### src/rtl/rls_pkg.sv
package rls_pkg;
  localparam int NUM_LINES = 4;
  localparam int DATA_W    = 8;
  localparam int WORD_W    = 16;

  typedef enum logic [1:0] {
    PH_STEP  = 2'd0,
    PH_LOAD  = 2'd1,
    PH_COUNT = 2'd2,
    PH_REST  = 2'd3
  } phase_e;

  typedef struct packed {
    logic [DATA_W-1:0] data;
    logic              fe;
    logic              oe;
    logic              pe;
  } rx_char_t;

  function automatic logic [WORD_W-1:0] pack_word(input rx_char_t c, input logic [1:0] line);
    logic [WORD_W-1:0] w;
    w        = '0;
    w[7:0]   = c.data;
    w[9:8]   = line;
    w[12]    = c.pe;
    w[13]    = c.fe;
    w[14]    = c.oe;
    w[15]    = 1'b1;
    return w;
  endfunction
endpackage

### src/rtl/rls_sequencer.sv
module rls_sequencer #(
  parameter int NUM_LINES = rls_pkg::NUM_LINES,
  localparam int LINE_W   = $clog2(NUM_LINES)
) (
  input  logic               clk_i,
  input  logic               rst_ni,
  input  logic               scan_en_i,
  output rls_pkg::phase_e    phase_o,
  output logic [LINE_W-1:0]  addr_o
);
  import rls_pkg::*;

  localparam logic [LINE_W-1:0] LAST = LINE_W'(NUM_LINES - 1);

  phase_e             phase_q, phase_d;
  logic [LINE_W-1:0]  addr_q;

  always_comb begin
    case (phase_q)
      PH_STEP:  phase_d = PH_LOAD;
      PH_LOAD:  phase_d = PH_COUNT;
      PH_COUNT: phase_d = PH_REST;
      default:  phase_d = PH_STEP;
    endcase
  end

  always_ff @(posedge clk_i or negedge rst_ni) begin
    if (!rst_ni) begin
      phase_q <= PH_STEP;
      addr_q  <= '0;
    end else if (!scan_en_i) begin
      phase_q <= PH_STEP;
    end else begin
      phase_q <= phase_d;
      if (phase_q == PH_STEP) addr_q <= (addr_q == LAST) ? '0 : addr_q + 1'b1;
    end
  end

  assign phase_o = phase_q;
  assign addr_o  = addr_q;

  // disabled edge parks the sequencer
  a_r8_park_step: assert property (@(posedge clk_i) disable iff (!rst_ni)
    !scan_en_i |=> phase_q == PH_STEP);

  // address moves only out of an enabled step phase
  a_r3_addr_moves_in_step: assert property (@(posedge clk_i) disable iff (!rst_ni)
    (addr_q != $past(addr_q)) |-> ($past(phase_q) == PH_STEP && $past(scan_en_i)));
endmodule

### src/rtl/rls_select.sv
module rls_select #(
  parameter int NUM_LINES = rls_pkg::NUM_LINES,
  parameter int DATA_W    = rls_pkg::DATA_W,
  localparam int LINE_W   = $clog2(NUM_LINES)
) (
  input  logic [LINE_W-1:0]           addr_i,
  input  logic [NUM_LINES-1:0]        avail_i,
  input  logic [NUM_LINES*DATA_W-1:0] rx_data_i,
  input  logic [NUM_LINES-1:0]        fe_i,
  input  logic [NUM_LINES-1:0]        oe_i,
  input  logic [NUM_LINES-1:0]        pe_i,
  output logic                        sel_avail_o,
  output rls_pkg::rx_char_t           sel_char_o
);
  import rls_pkg::*;

  rx_char_t chars [NUM_LINES];

  for (genvar g = 0; g < NUM_LINES; g++) begin : g_line
    assign chars[g].data = rx_data_i[g*DATA_W +: DATA_W];
    assign chars[g].fe   = fe_i[g];
    assign chars[g].oe   = oe_i[g];
    assign chars[g].pe   = pe_i[g];
  end

  assign sel_avail_o = avail_i[addr_i];
  assign sel_char_o  = chars[addr_i];
endmodule

### src/rtl/rls_loader.sv
module rls_loader #(
  parameter int NUM_LINES = rls_pkg::NUM_LINES,
  parameter int WORD_W    = rls_pkg::WORD_W,
  localparam int LINE_W   = $clog2(NUM_LINES)
) (
  input  logic                  clk_i,
  input  logic                  rst_ni,
  input  logic                  scan_en_i,
  input  logic                  alarm_en_i,
  input  rls_pkg::phase_e       phase_i,
  input  logic [LINE_W-1:0]     addr_i,
  input  logic                  sel_avail_i,
  input  rls_pkg::rx_char_t     sel_char_i,
  input  logic                  fifo_ready_i,
  output logic                  load_o,
  output logic [WORD_W-1:0]     word_o,
  output logic [NUM_LINES-1:0]  clr_o,
  output logic                  count_o
);
  import rls_pkg::*;

  logic                 take;
  logic [NUM_LINES-1:0] clr_d;
  logic                 load_q, cnt_q;
  logic [WORD_W-1:0]    word_q;
  logic [NUM_LINES-1:0] clr_q;

  assign take = scan_en_i && (phase_i == PH_LOAD) && sel_avail_i && fifo_ready_i;

  for (genvar g = 0; g < NUM_LINES; g++) begin : g_clr
    assign clr_d[g] = take && (addr_i == LINE_W'(g));
  end

  always_ff @(posedge clk_i or negedge rst_ni) begin
    if (!rst_ni) begin
      load_q <= 1'b0;
      cnt_q  <= 1'b0;
      word_q <= '0;
      clr_q  <= '0;
    end else begin
      load_q <= take;
      cnt_q  <= take && alarm_en_i;
      word_q <= take ? pack_word(sel_char_i, 2'(addr_i)) : '0;
      clr_q  <= clr_d;
    end
  end

  assign load_o  = load_q;
  assign word_o  = word_q;
  assign clr_o   = clr_q;
  assign count_o = cnt_q;

  a_r2_single_pulse: assert property (@(posedge clk_i) disable iff (!rst_ni)
    load_q |=> !load_q);
  a_r4_from_decide: assert property (@(posedge clk_i) disable iff (!rst_ni)
    load_q |-> ($past(phase_i) == PH_LOAD && $past(fifo_ready_i)));
  a_r6_clr_one_hot: assert property (@(posedge clk_i) disable iff (!rst_ni)
    load_q |-> $countones(clr_q) == 1);
  a_r6_clr_idle: assert property (@(posedge clk_i) disable iff (!rst_ni)
    !load_q |-> clr_q == '0);
  a_r7_count_with_load: assert property (@(posedge clk_i) disable iff (!rst_ni)
    cnt_q |-> load_q);
  a_r5_valid_marker: assert property (@(posedge clk_i) disable iff (!rst_ni)
    load_q |-> (word_q[15] && word_q[11:10] == 2'b00));
  a_r9_zero_word: assert property (@(posedge clk_i) disable iff (!rst_ni)
    !load_q |-> word_q == '0);
  a_r8_no_load_after_off: assert property (@(posedge clk_i) disable iff (!rst_ni)
    $past(!scan_en_i) |-> !load_q);
endmodule

### src/rtl/rx_line_scanner.sv
module rx_line_scanner #(
  parameter int NUM_LINES = rls_pkg::NUM_LINES,
  parameter int DATA_W    = rls_pkg::DATA_W,
  parameter int WORD_W    = rls_pkg::WORD_W,
  localparam int LINE_W   = $clog2(NUM_LINES)
) (
  input  logic                        clk_i,
  input  logic                        rst_ni,
  input  logic                        scan_en_i,
  input  logic                        alarm_en_i,
  input  logic [NUM_LINES-1:0]        avail_i,
  input  logic [NUM_LINES*DATA_W-1:0] rx_data_i,
  input  logic [NUM_LINES-1:0]        fe_i,
  input  logic [NUM_LINES-1:0]        oe_i,
  input  logic [NUM_LINES-1:0]        pe_i,
  input  logic                        fifo_ready_i,
  output logic                        fifo_load_o,
  output logic [WORD_W-1:0]           fifo_word_o,
  output logic [NUM_LINES-1:0]        avail_clr_o,
  output logic                        load_count_o
);
  import rls_pkg::*;

  phase_e            phase;
  logic [LINE_W-1:0] addr;
  logic              sel_avail;
  rx_char_t          sel_char;

  rls_sequencer #(.NUM_LINES(NUM_LINES)) u_seq (
    .clk_i     (clk_i),
    .rst_ni    (rst_ni),
    .scan_en_i (scan_en_i),
    .phase_o   (phase),
    .addr_o    (addr)
  );

  rls_select #(.NUM_LINES(NUM_LINES), .DATA_W(DATA_W)) u_sel (
    .addr_i      (addr),
    .avail_i     (avail_i),
    .rx_data_i   (rx_data_i),
    .fe_i        (fe_i),
    .oe_i        (oe_i),
    .pe_i        (pe_i),
    .sel_avail_o (sel_avail),
    .sel_char_o  (sel_char)
  );

  rls_loader #(.NUM_LINES(NUM_LINES), .WORD_W(WORD_W)) u_load (
    .clk_i        (clk_i),
    .rst_ni       (rst_ni),
    .scan_en_i    (scan_en_i),
    .alarm_en_i   (alarm_en_i),
    .phase_i      (phase),
    .addr_i       (addr),
    .sel_avail_i  (sel_avail),
    .sel_char_i   (sel_char),
    .fifo_ready_i (fifo_ready_i),
    .load_o       (fifo_load_o),
    .word_o       (fifo_word_o),
    .clr_o        (avail_clr_o),
    .count_o      (load_count_o)
  );
endmodule

### config.mk
export PLATFORM = sky130hd
export DESIGN_NAME = rx_line_scanner
export DESIGN_NICKNAME = d
export VERILOG_FILES = /design/src/rtl/rls_pkg.sv /design/src/rtl/rls_sequencer.sv /design/src/rtl/rls_select.sv /design/src/rtl/rls_loader.sv /design/src/rtl/rx_line_scanner.sv
export SDC_FILE = /design/constraint.sdc
export NUM_CORES = 1
export LEC_CHECK = 0
export BUFFER_PORTS_ARGS = -buffer_cell sky130_fd_sc_hd__buf_2
export CORE_MARGIN = 2
export CORE_UTILIZATION = 38
export CTS_BUF_LIST = sky130_fd_sc_hd__clkbuf_4 sky130_fd_sc_hd__clkbuf_8 sky130_fd_sc_hd__clkbuf_16
export DETAILED_ROUTE_END_ITERATION = 7
export PLACE_DENSITY = 0.75
export SETUP_SLACK_MARGIN = 0.3
export SLEW_MARGIN = 20
export SYNTH_ARGS = -nofsm -noshare
export SYNTH_HDL_FRONTEND = slang
export SYNTH_SLANG_ARGS = --single-unit
### constraint.sdc
create_clock -name clk_i -period 1.5 [get_ports clk_i]
set_input_delay 0.075 -clock clk_i [delete_from_list [all_inputs] [get_ports clk_i]]
set_output_delay 0.075 -clock clk_i [all_outputs]
set_load 0.05 [all_outputs]
==> results of run 1 <==
[state kept, by name, summed over array words and instances, names as in the netlist]
signal          count
u_load.clr_o        4
u_load.count_o      1
u_load.word_o      14
u_seq.addr_o        2
u_seq.phase_o       2
[per-stage QoR]
stage               worst slack (ns)  cells  total power (W)  area (um2)  hold WS [ns]
floorplan                    0.02643     88         0.001700        1259       -0.2206
global placement             0.09379    198         0.001859        1632       0.05549
detailed placement           0.03565    198         0.001955        1632       0.06340
CTS                          0.07264    207         0.002455        1737      0.009824
global route                 0.03302    214         0.002786        1819       0.01721
finish                       0.07440    214         0.002639        1819       0.03768
[logic make-up (layout without fill, tap and decap cells)]
| family | Yosys count | after routing | share of synthesized area |
|---|---|---|---|
| simple gates | 25 | 27 | 0.1202 |
| flops | 23 | 23 | 0.4609 |
| mux | 16 | 17 | 0.2705 |
| fa+ha+maj | 8 | 8 | 0.08016 |
| buf+inv | 14 | 93 | 0.06512 |
| other cells | 1 | 2 | 0.003003 |
[area by class of cell]
cell class,instances,share of cell area
multi-input combinational,54,0.3693
sequential,23,0.3177
clock inverter,1,0.002751
clock buffer,3,0.01238
timing repair buffer,85,0.2579
tap,44,0.03026
inverter,4,0.009629
[cells in the final DEF, fill, tap and decap left out]
| cell | netlist | final |
|---|---|---|
| inv_1 | 4 | 3 |
| dfrtp_2 | 0 | 2 |
| ha_4 | 0 | 1 |
| dlygate4sd3_1 | 0 | 1 |
| ha_1 | 8 | 6 |
| nor2_1 | 2 | 2 |
| nor3b_1 | 1 | 1 |
| dfrtp_1 | 23 | 21 |
| ha_2 | 0 | 1 |
| inv_4 | 0 | 1 |
| conb_1 | 1 | 2 |
| and3_1 | 19 | 11 |
| buf_6 | 2 | 3 |
| and2_1 | 2 | 2 |
| clkbuf_4 | 0 | 3 |
| nand2_2 | 0 | 1 |
| mux4_2 | 6 | 13 |
| buf_4 | 3 | 8 |
| buf_2 | 2 | 73 |
| clkinv_2 | 0 | 1 |
| and3_2 | 0 | 1 |
| mux2_2 | 4 | 4 |
| and3_4 | 0 | 9 |
[routing by layer]
layer / wire [um] / share of wire
met5: 0 / 0
met4: 140 / 0.040
met3: 282 / 0.081
met2: 1807 / 0.52
met1: 1259 / 0.36
[how the worst max path moves through the flow]
stage,end,slack [ns],start,cells past startpoint
6_report,u_load.word_o[5]$_DFF_PN0_,0.07,u_seq.addr_o[0]$_DFFE_PN0P_,3
5_1_grt,u_load.word_o[5]$_DFF_PN0_,0.03,u_seq.addr_o[0]$_DFFE_PN0P_,3
3_5_place_dp,u_load.word_o[0]$_DFF_PN0_,0.04,u_seq.addr_o[0]$_DFFE_PN0P_,3
4_1_cts,u_load.word_o[5]$_DFF_PN0_,0.07,u_seq.addr_o[0]$_DFFE_PN0P_,3
2_1_floorplan,u_load.word_o[12]$_DFF_PN0_,0.03,u_seq.addr_o[0]$_DFFE_PN0P_,4
3_3_place_gp,u_load.word_o[1]$_DFF_PN0_,0.09,u_seq.addr_o[0]$_DFFE_PN0P_,3
[where the power goes]
part / internal, W / switching [W]
Combinational: 0.000812 / 0.000744
Clock: 0.0000998 / 0.000180
Sequential: 0.000711 / 0.0000917
[cells in the mapped netlist, drive strengths merged]
| library cell | instances | share of area |
|---|---|---|
| dfrtp | 23 | 0.46 |
| and3 | 19 | 0.095 |
| mux4 | 12 | 0.23 |
| ha | 8 | 0.080 |
| buf | 7 | 0.044 |
| inv | 4 | 0.012 |
| mux2 | 4 | 0.036 |
| clkbuf | 3 | 0.0090 |
| and2 | 2 | 0.010 |
| nor2 | 2 | 0.0060 |
| conb | 1 | 0.0030 |
| nand2 | 1 | 0.0030 |
| nor3b | 1 | 0.0060 |
[worst max-delay path, delay by kind of cell, from the launching register on]
kind	cells	cell delay [ns]
buffers and inverters	1	0.17
muxes	1	0.51
DFF	1	0.46
and+or+nand+nor	1	0.19
[timing repair]
item                                    CTS  global route
endpoints found under the setup margin   21            21
hold buffers                              1             0
cloned                                    2             2
hold endpoints to repair                 23             0
pin swaps                                 9             2
gates resized for setup                  20             7
setup buffers                             2             5
==> flow_metrics.py, run 1 <==
metrics = {
    "die": {
        "io_pins": 75,
        "die_w_um": 61.33,
        "die_area_um2": 3761,
        "initial_core_util": 0.4057,
        "die_y_um": 61.33,
        "num_rows": 20,
        "core_area_um2": 3078,
    },
    "critical_path": {
        "required_ns": 1.72,
        "path_cells": "buf_6 > mux4_2 > and3_4",
        "crit_arrival_ns": 1.65,
        "start_kind": "flop",
        "r2r_cells": 3,
        "r2r_start": "u_seq.addr_o[0]$_DFFE_PN0P_",
        "cp_slowest_stage_delay_ns": 0.51,
        "critPathMaxFanout": 7,
        "r2r-end": "u_load.word_o[5]$_DFF_PN0_",
        "r2r_setup_slack_ns": 0.07,
        "endpoint_kind": "flop",
        "crit_slowest_cell": "mux4_2",
        "worst-setup-path-type": "reg2reg",
    },
    "worst_hold_path": {
        "holdPathStages": 2,
        "min_from": "alarm_en_i",
        "hold_path_class": "in2reg",
        "holdPathEnd": "u_load.count_o$_DFF_PN0_",
    },
    "synthesis": {
        "synth.avg_cell_area_um2": 14.35,
        "synth_cell_type_count": 16,
        "ys_warn_count": 0,
        "yosysSeqAreaShare": 0.4609,
        "synth-seq-cells": 23,
        "syn_area_um2": 1249,
        "synthCells": 87,
    },
    "place": {
        "place_congestion": 0.8920,
        "dp_hpwl_um": 2437,
        "place.port_buffers": 72,
    },
    "detailed_routing": {
        "vias_per_cell": 5.000,
        "ant_nets": 0,
        "wl_um": 3489,
        "post_drt_wl_per_cell_um": 16.30,
        "drt_iter0_drc": 38,
        "drc": 0,
        "vias": 1070,
        "first_pass_iters": 4,
    },
    "sta": {
        "hold_violations": 0,
        "fin_crit_sh": 0.9504,
        "rsz0062_at_grt": "yes",
        "finClkSkew_ns": 0.01090,
        "report.final.setup_viol": 0,
        "period_minus_slack_ns": 1.426,
        "tns_ns": 0,
        "slew_viol_final": 0,
        "fmax_ghz": 0.7015,
    },
    "global_routing": {
        "grt_pass1_wl_um": 4892,
        "antenna_found_initial": 0,
        "use_met2": 0.3283,
        "grt_max_degree": 24,
        "grt.total_usage": 0.1840,
        "use_met3": 0.03151,
        "gr-total-overflow": 0,
        "grt_util_met1": 0.2247,
        "grt-busiest-layer": "met2",
        "grt_pass1_vias": 1029,
    },
    "final_layout": {
        "fillers": 248,
        "nets": 232,
        "regArea_um2": 578.1,
        "multi_input_area_um2": 671.9,
        "drive_gt1_frac": 0.7118,
        "final_core_util": 0.5911,
        "area_growth_pct": 45.69,
        "antenna_cells": 0,
    },
    "power_and_ir_drop": {
        "ir_drop_mv": 0.6097,
        "p_per_area_nw_per_um2": 1450,
        "p_leak_nw": 1.013,
    },
    "cts": {
        "cts_buffers": 3,
        "cts_tree": "built",
        "cts_root_buf": "clkbuf_4",
        "clockBufferDepth": 2,
        "cts_sinks": 23,
        "h-tree-depth": 1,
        "clock_latency_ns": 0.32,
        "cts.clk_slew.worst_paths_ns": 0.12,
    },
    "job": {
        "drv_cap": 0,
    },
    "run_status": {
        "status": "complete, no violations",
    },
}
(Power assumes the default switching activity.)
==> run 2, diff against run 1 <==
- CORE_ASPECT_RATIO: default -> 0.6
==> flow_metrics.py, run 2 (synthesized netlist as in run 1, its figures left out) <==
metrics = {
    "run_status": {
        "status": "complete, no violations",
    },
    "cts": {
        "clockBufferDepth": 2,
        "cts_root_buf": "clkbuf_8",
        "cts_buffers": 3,
        "cts_tree": "built",
        "h-tree-depth": 1,
        "cts.clk_slew.worst_paths_ns": 0.08,
        "clock_latency_ns": 0.26,
        "cts_sinks": 23,
    },
    "final_layout": {
        "final_cells": 215,
        "layout_common_cells": "buf_2 (73), dfrtp_1 (21), mux4_2 (12), and3_1 (11), and3_4 (9)",
        "antenna_cells": 0,
        "nets": 232,
        "drive_gt1_frac": 0.7059,
        "layout_commonest_cell": "buf_2",
        "largest_register_ffs": 14,
        "area_growth_pct": 50.10,
        "final_core_util": 0.5852,
        "stdcell_area_um2": 1874,
    },
    "global_routing": {
        "antenna_found_initial": 0,
        "grt_pass1_vias": 1150,
        "grt_max_degree": 24,
        "grt_pass1_wl_um": 5540,
        "grt.total_usage": 0.1874,
        "gr-total-overflow": 0,
    },
    "power_and_ir_drop": {
        "p_per_area_nw_per_um2": 1492,
        "swShare": 0.3649,
        "p_leak_nw": 1.037,
        "p_comb_frac": 0.568,
        "ir_drop_mv": 0.6231,
        "internal_power_w": 0.001776,
        "switchingPower_w": 0.001020,
        "sequentialPowerShare": 0.291,
        "clkPwrFrac": 0.142,
    },
    "sta": {
        "fin_crit_sh": 0.9561,
        "slew_viol_final": 0,
        "tightest_slew_ns": 0.5143,
        "timing.hold.ws_ns": 0.08609,
        "period_minus_slack_ns": 1.434,
        "hold_violations": 0,
        "finClkSkew_ns": 0.004267,
        "fmax_ghz": 0.6973,
        "rsz0062_at_grt": "yes",
        "report.final.setup_viol": 0,
        "max_slew_margin": 0.6571,
    },
    "critical_path": {
        "r2r_start": "u_seq.addr_o[0]$_DFFE_PN0P_",
        "crit_buf_inv": 1,
        "r2r-end": "u_load.word_o[13]$_DFF_PN0_",
        "endpoint_kind": "flop",
        "start_kind": "flop",
        "r2r_setup_slack_ns": 0.07,
        "crit_slowest_cell": "mux4_2",
        "r2r_cells": 3,
        "required_ns": 1.66,
        "crit_arrival_ns": 1.59,
        "worst-setup-path-type": "reg2reg",
        "critPathMaxFanout": 6,
        "critical_path.top_delay_family": "multiplexers",
        "cp_slowest_stage_delay_ns": 0.51,
        "path_cells": "buf_6 > mux4_2 > and3_4",
    },
    "die": {
        "num_rows": 16,
        "die_w_um": 78.01,
        "die_area_um2": 3776,
        "die_y_um": 48.41,
        "initial_core_util": 0.3898,
        "core_area_um2": 3203,
        "io_pins": 75,
    },
    "detailed_routing": {
        "vias": 1106,
        "post_drt_wl_per_cell_um": 17.27,
        "drt_iter0_drc": 51,
        "wl_um": 3712,
        "drc": 0,
        "vias_per_cell": 5.144,
        "ant_nets": 0,
        "first_pass_iters": 4,
    },
    "worst_hold_path": {
        "holdPathStages": 2,
        "hold_path_class": "in2reg",
        "min_from": "alarm_en_i",
        "holdPathEnd": "u_load.count_o$_DFF_PN0_",
    },
    "place": {
        "place_congestion": 0.9259,
        "placed_area_um2": 1640,
        "place.port_buffers": 72,
        "dpl.cell_count": 200,
        "dp_hpwl_um": 2480,
    },
    "job": {
        "drv_cap": 0,
    },
}
run 2: cell types whose count changed in the layout (fill, tap and decap cells not counted), moves of 2 or more:
cell,before,now
mux2_2,4,2
mux2_4,0,2
clkbuf_8,0,3
buf_6,3,6
buf_4,8,5
clkbuf_4,3,1
run 2: how the worst max path moves through the flow:
stage	from	to	slack [ns]	depth (start not counted)
floorplan	u_seq.addr_o[0]$_DFFE_PN0P_	u_load.word_o[12]$_DFF_PN0_	0.03	4
global placement	u_seq.addr_o[0]$_DFFE_PN0P_	u_load.word_o[1]$_DFF_PN0_	0.05	3
detailed placement	u_seq.addr_o[0]$_DFFE_PN0P_	u_load.word_o[13]$_DFF_PN0_	-0.03	3
CTS	u_seq.addr_o[0]$_DFFE_PN0P_	u_load.word_o[13]$_DFF_PN0_	0.07	3
global route	u_seq.addr_o[0]$_DFFE_PN0P_	u_load.word_o[4]$_DFF_PN0_	0.02	3
finish	u_seq.addr_o[0]$_DFFE_PN0P_	u_load.word_o[13]$_DFF_PN0_	0.07	3
run 2: metal layers:
metal,vias up,track usage,routed length (um)
met2,51,0.3218,1868
met4,0,0.03509,26
met3,4,0.02799,227
met1,570,0.2577,1589
li1,481,-,-
met5,-,0,0
run 2: through the flow:
step                      setup WS, ns  setup TNS, ns  total power (W)
after CTS                      0.07239              0         0.002694
final                          0.06588              0         0.002796
after detailed placement      -0.03452       -0.06082         0.001947
after global placement         0.04569              0         0.001894
after floorplan                0.02643              0         0.001700
after global routing           0.02410              0         0.002977
run 2: area by class of cell:
| cell class | instances | area [um2] |
|---|---|---|
| Inverter | 4 | 17.52 |
| Multi-Input combinational cell | 54 | 693.2 |
| Sequential cell | 23 | 578.1 |
| Timing Repair Buffer | 85 | 480.5 |
| Tap cell | 45 | 56.30 |
| Clock buffer | 4 | 48.80 |
| Fill cell | 257 | 1329 |
run 2: power groups by stage:
stage	Clock (W)	Sequential, W	Combinational (W)
floorplan	0	0.000881	0.000819
global placement	0	0.000787	0.00111
detailed placement	0	0.000794	0.00115
CTS	0.000411	0.000804	0.00148
global route	0.000434	0.000829	0.00171
finish	0.000396	0.000813	0.00159
run 2: timing repair:
action / in CTS / in global routing
endpoints found under the setup margin: 21 / 21
hold buffers: 1 / 0
cloned: 1 / 3
pin swaps: 4 / 2
endpoints found under the hold margin: 23 / 0
buffers inserted: 6 / 0
gates resized for setup: 24 / 8
run 2: worst register-to-register path: stages, from the launching register on:
cell and delay, ns:
dfrtp_2 0.45, buf_6 0.17, mux4_2 0.51, and3_4 0.19
==> run 3, diff against run 2 <==
- CORE_UTILIZATION: 38 -> 40
- clock period: 1.5 -> 1.7 ns (I/O delays scaled with it)
==> flow_metrics.py, run 3 (synthesized netlist as in run 1, its figures left out) <==
metrics = {
    "global_routing": {
        "antenna_found_initial": 0,
        "grt_max_degree": 24,
        "gr-total-overflow": 0,
        "grt_pass1_vias": 1040,
        "grt.total_usage": 0.1917,
        "grt_pass1_wl_um": 4988,
    },
    "sta": {
        "finClkSkew_ns": 0.003774,
        "period_minus_slack_ns": 1.439,
        "tns_ns": 0,
        "slew_viol_final": 0,
        "report.final.setup_viol": 0,
        "rsz0062_at_grt": "yes",
        "fmax_ghz": 0.6949,
        "hold_violations": 0,
        "fin_crit_sh": 0.8466,
        "tightest_slew_ns": 0.5194,
        "setup_slack_ns": 0.2609,
        "max_slew_margin": 0.6538,
        "timing.hold.ws_ns": 0.05703,
    },
    "final_layout": {
        "area_growth_pct": 39.58,
        "drive_gt1_frac": 0.6708,
        "largest_register_ffs": 14,
        "antenna_cells": 0,
        "layout_commonest_cell": "buf_2",
        "layout_common_cells": "buf_2 (72), dfrtp_1 (21), mux4_2 (13), and3_1 (13), ha_1 (8)",
        "fillers": 251,
        "nets": 223,
    },
    "die": {
        "io_pins": 75,
        "num_rows": 15,
        "die_w_um": 76.13,
        "die_y_um": 47.28,
        "initial_core_util": 0.4265,
        "core_area_um2": 2928,
        "die_area_um2": 3599,
    },
    "power_and_ir_drop": {
        "swShare": 0.3770,
        "internal_power_w": 0.001391,
        "p_per_area_nw_per_um2": 1281,
        "p_leak_nw": 0.9871,
        "clkPwrFrac": 0.156,
        "sequentialPowerShare": 0.329,
        "ir_drop_mv": 0.5912,
        "p_comb_frac": 0.516,
        "switchingPower_w": 0.0008414,
    },
    "cts": {
        "cts_tree": "built",
        "h-tree-depth": 1,
        "clockBufferDepth": 2,
        "clock_latency_ns": 0.27,
        "cts_root_buf": "clkbuf_8",
        "cts.clk_slew.worst_paths_ns": 0.08,
        "cts_buffers": 3,
        "cts_sinks": 23,
    },
    "detailed_routing": {
        "drc": 0,
        "vias_per_cell": 5.163,
        "ant_nets": 0,
        "drt_iter0_drc": 78,
        "vias": 1048,
        "wl_um": 3403,
        "post_drt_wl_per_cell_um": 16.76,
        "first_pass_iters": 4,
    },
    "critical_path": {
        "crit_arrival_ns": 1.60,
        "worst-setup-path-type": "reg2reg",
        "path_cells": "mux4_2 > and3_1",
        "required_ns": 1.86,
        "critPathMaxFanout": 8,
        "crit_slowest_cell": "mux4_2",
        "cp_slowest_stage_delay_ns": 0.65,
        "crit_buf_inv": 0,
        "critical_path.top_delay_family": "multiplexers",
        "start_kind": "flop",
        "r2r_start": "u_seq.addr_o[0]$_DFFE_PN0P_",
        "endpoint_kind": "flop",
        "crit_path_start": "u_seq.addr_o[0]$_DFFE_PN0P_",
    },
    "place": {
        "dp_slack_ns": 0.1718,
        "place_congestion": 0.8346,
        "place.port_buffers": 72,
    },
    "worst_hold_path": {
        "min_from": "alarm_en_i",
        "hold_path_class": "in2reg",
    },
    "run_status": {
        "status": "complete, no violations",
    },
    "job": {
        "drv_cap": 0,
    },
}
-- run 3: power groups by stage --
stage | logic, W | registers (W) | clock network (W)
3_5_place_dp | 0.000997 | 0.000733 | 0
4_1_cts | 0.00105 | 0.000721 | 0.000354
5_1_grt | 0.00125 | 0.000748 | 0.000377
2_1_floorplan | 0.000722 | 0.000778 | 0
6_report | 0.00115 | 0.000734 | 0.000348
3_3_place_gp | 0.000944 | 0.000717 | 0
-- run 3: path summary, 6_finish.rpt --
kind / end / slack [ns] / depth (start not counted)
min in group asynchronous: u_load.count_o$_DFF_PN0_ / 0.32 / 2
max in group asynchronous: u_seq.addr_o[0]$_DFFE_PN0P_ / 1.00 / 2
max: u_load.word_o[4]$_DFF_PN0_ / 0.26 / 2
min: u_load.count_o$_DFF_PN0_ / 0.06 / 2
min reg2reg: u_seq.phase_o[0]$_DFF_PN0_ / 0.61 / 2
max reg2reg: u_load.word_o[4]$_DFF_PN0_ / 0.26 / 2
-- run 3: routing by layer --
| layer | global-route usage | wire [um] |
|---|---|---|
| met2 | 0.3589 | 1670 |
| met1 | 0.2103 | 1422 |
| met4 | 0.09818 | 71 |
| met5 | 0 | 0 |
| met3 | 0.06154 | 238 |
-- run 3: layout make-up --
type | count | area [um2] | share of cell area
Clock buffer | 3 | 41.29 | 0.02369
Clock inverter | 1 | 5.005 | 0.002872
Inverter | 4 | 15.01 | 0.008615
Multi-Input combinational cell | 52 | 624.3 | 0.3582
Sequential cell | 23 | 578.1 | 0.3317
Tap cell | 42 | 52.55 | 0.03015
Timing Repair Buffer | 78 | 426.7 | 0.2448
-- run 3: what timing repair did --
item                       CTS  global route
hold buffers                 1             0
cloned                       0             1
buffers inserted             1             0
hold endpoints to repair    23             0
gates resized for setup      7            15
setup endpoints to repair   19            18
-- run 3: through the flow --
step                  util  instances  total power [W]  area, um2
floorplan                -         88         0.001500       1259
global placement    0.5564        196         0.001660       1629
detailed placement  0.5564        196         0.001730       1629
CTS                 0.5769        202         0.002128       1689
global route        0.5953        203         0.002373       1743
finish              0.5953        203         0.002232       1743
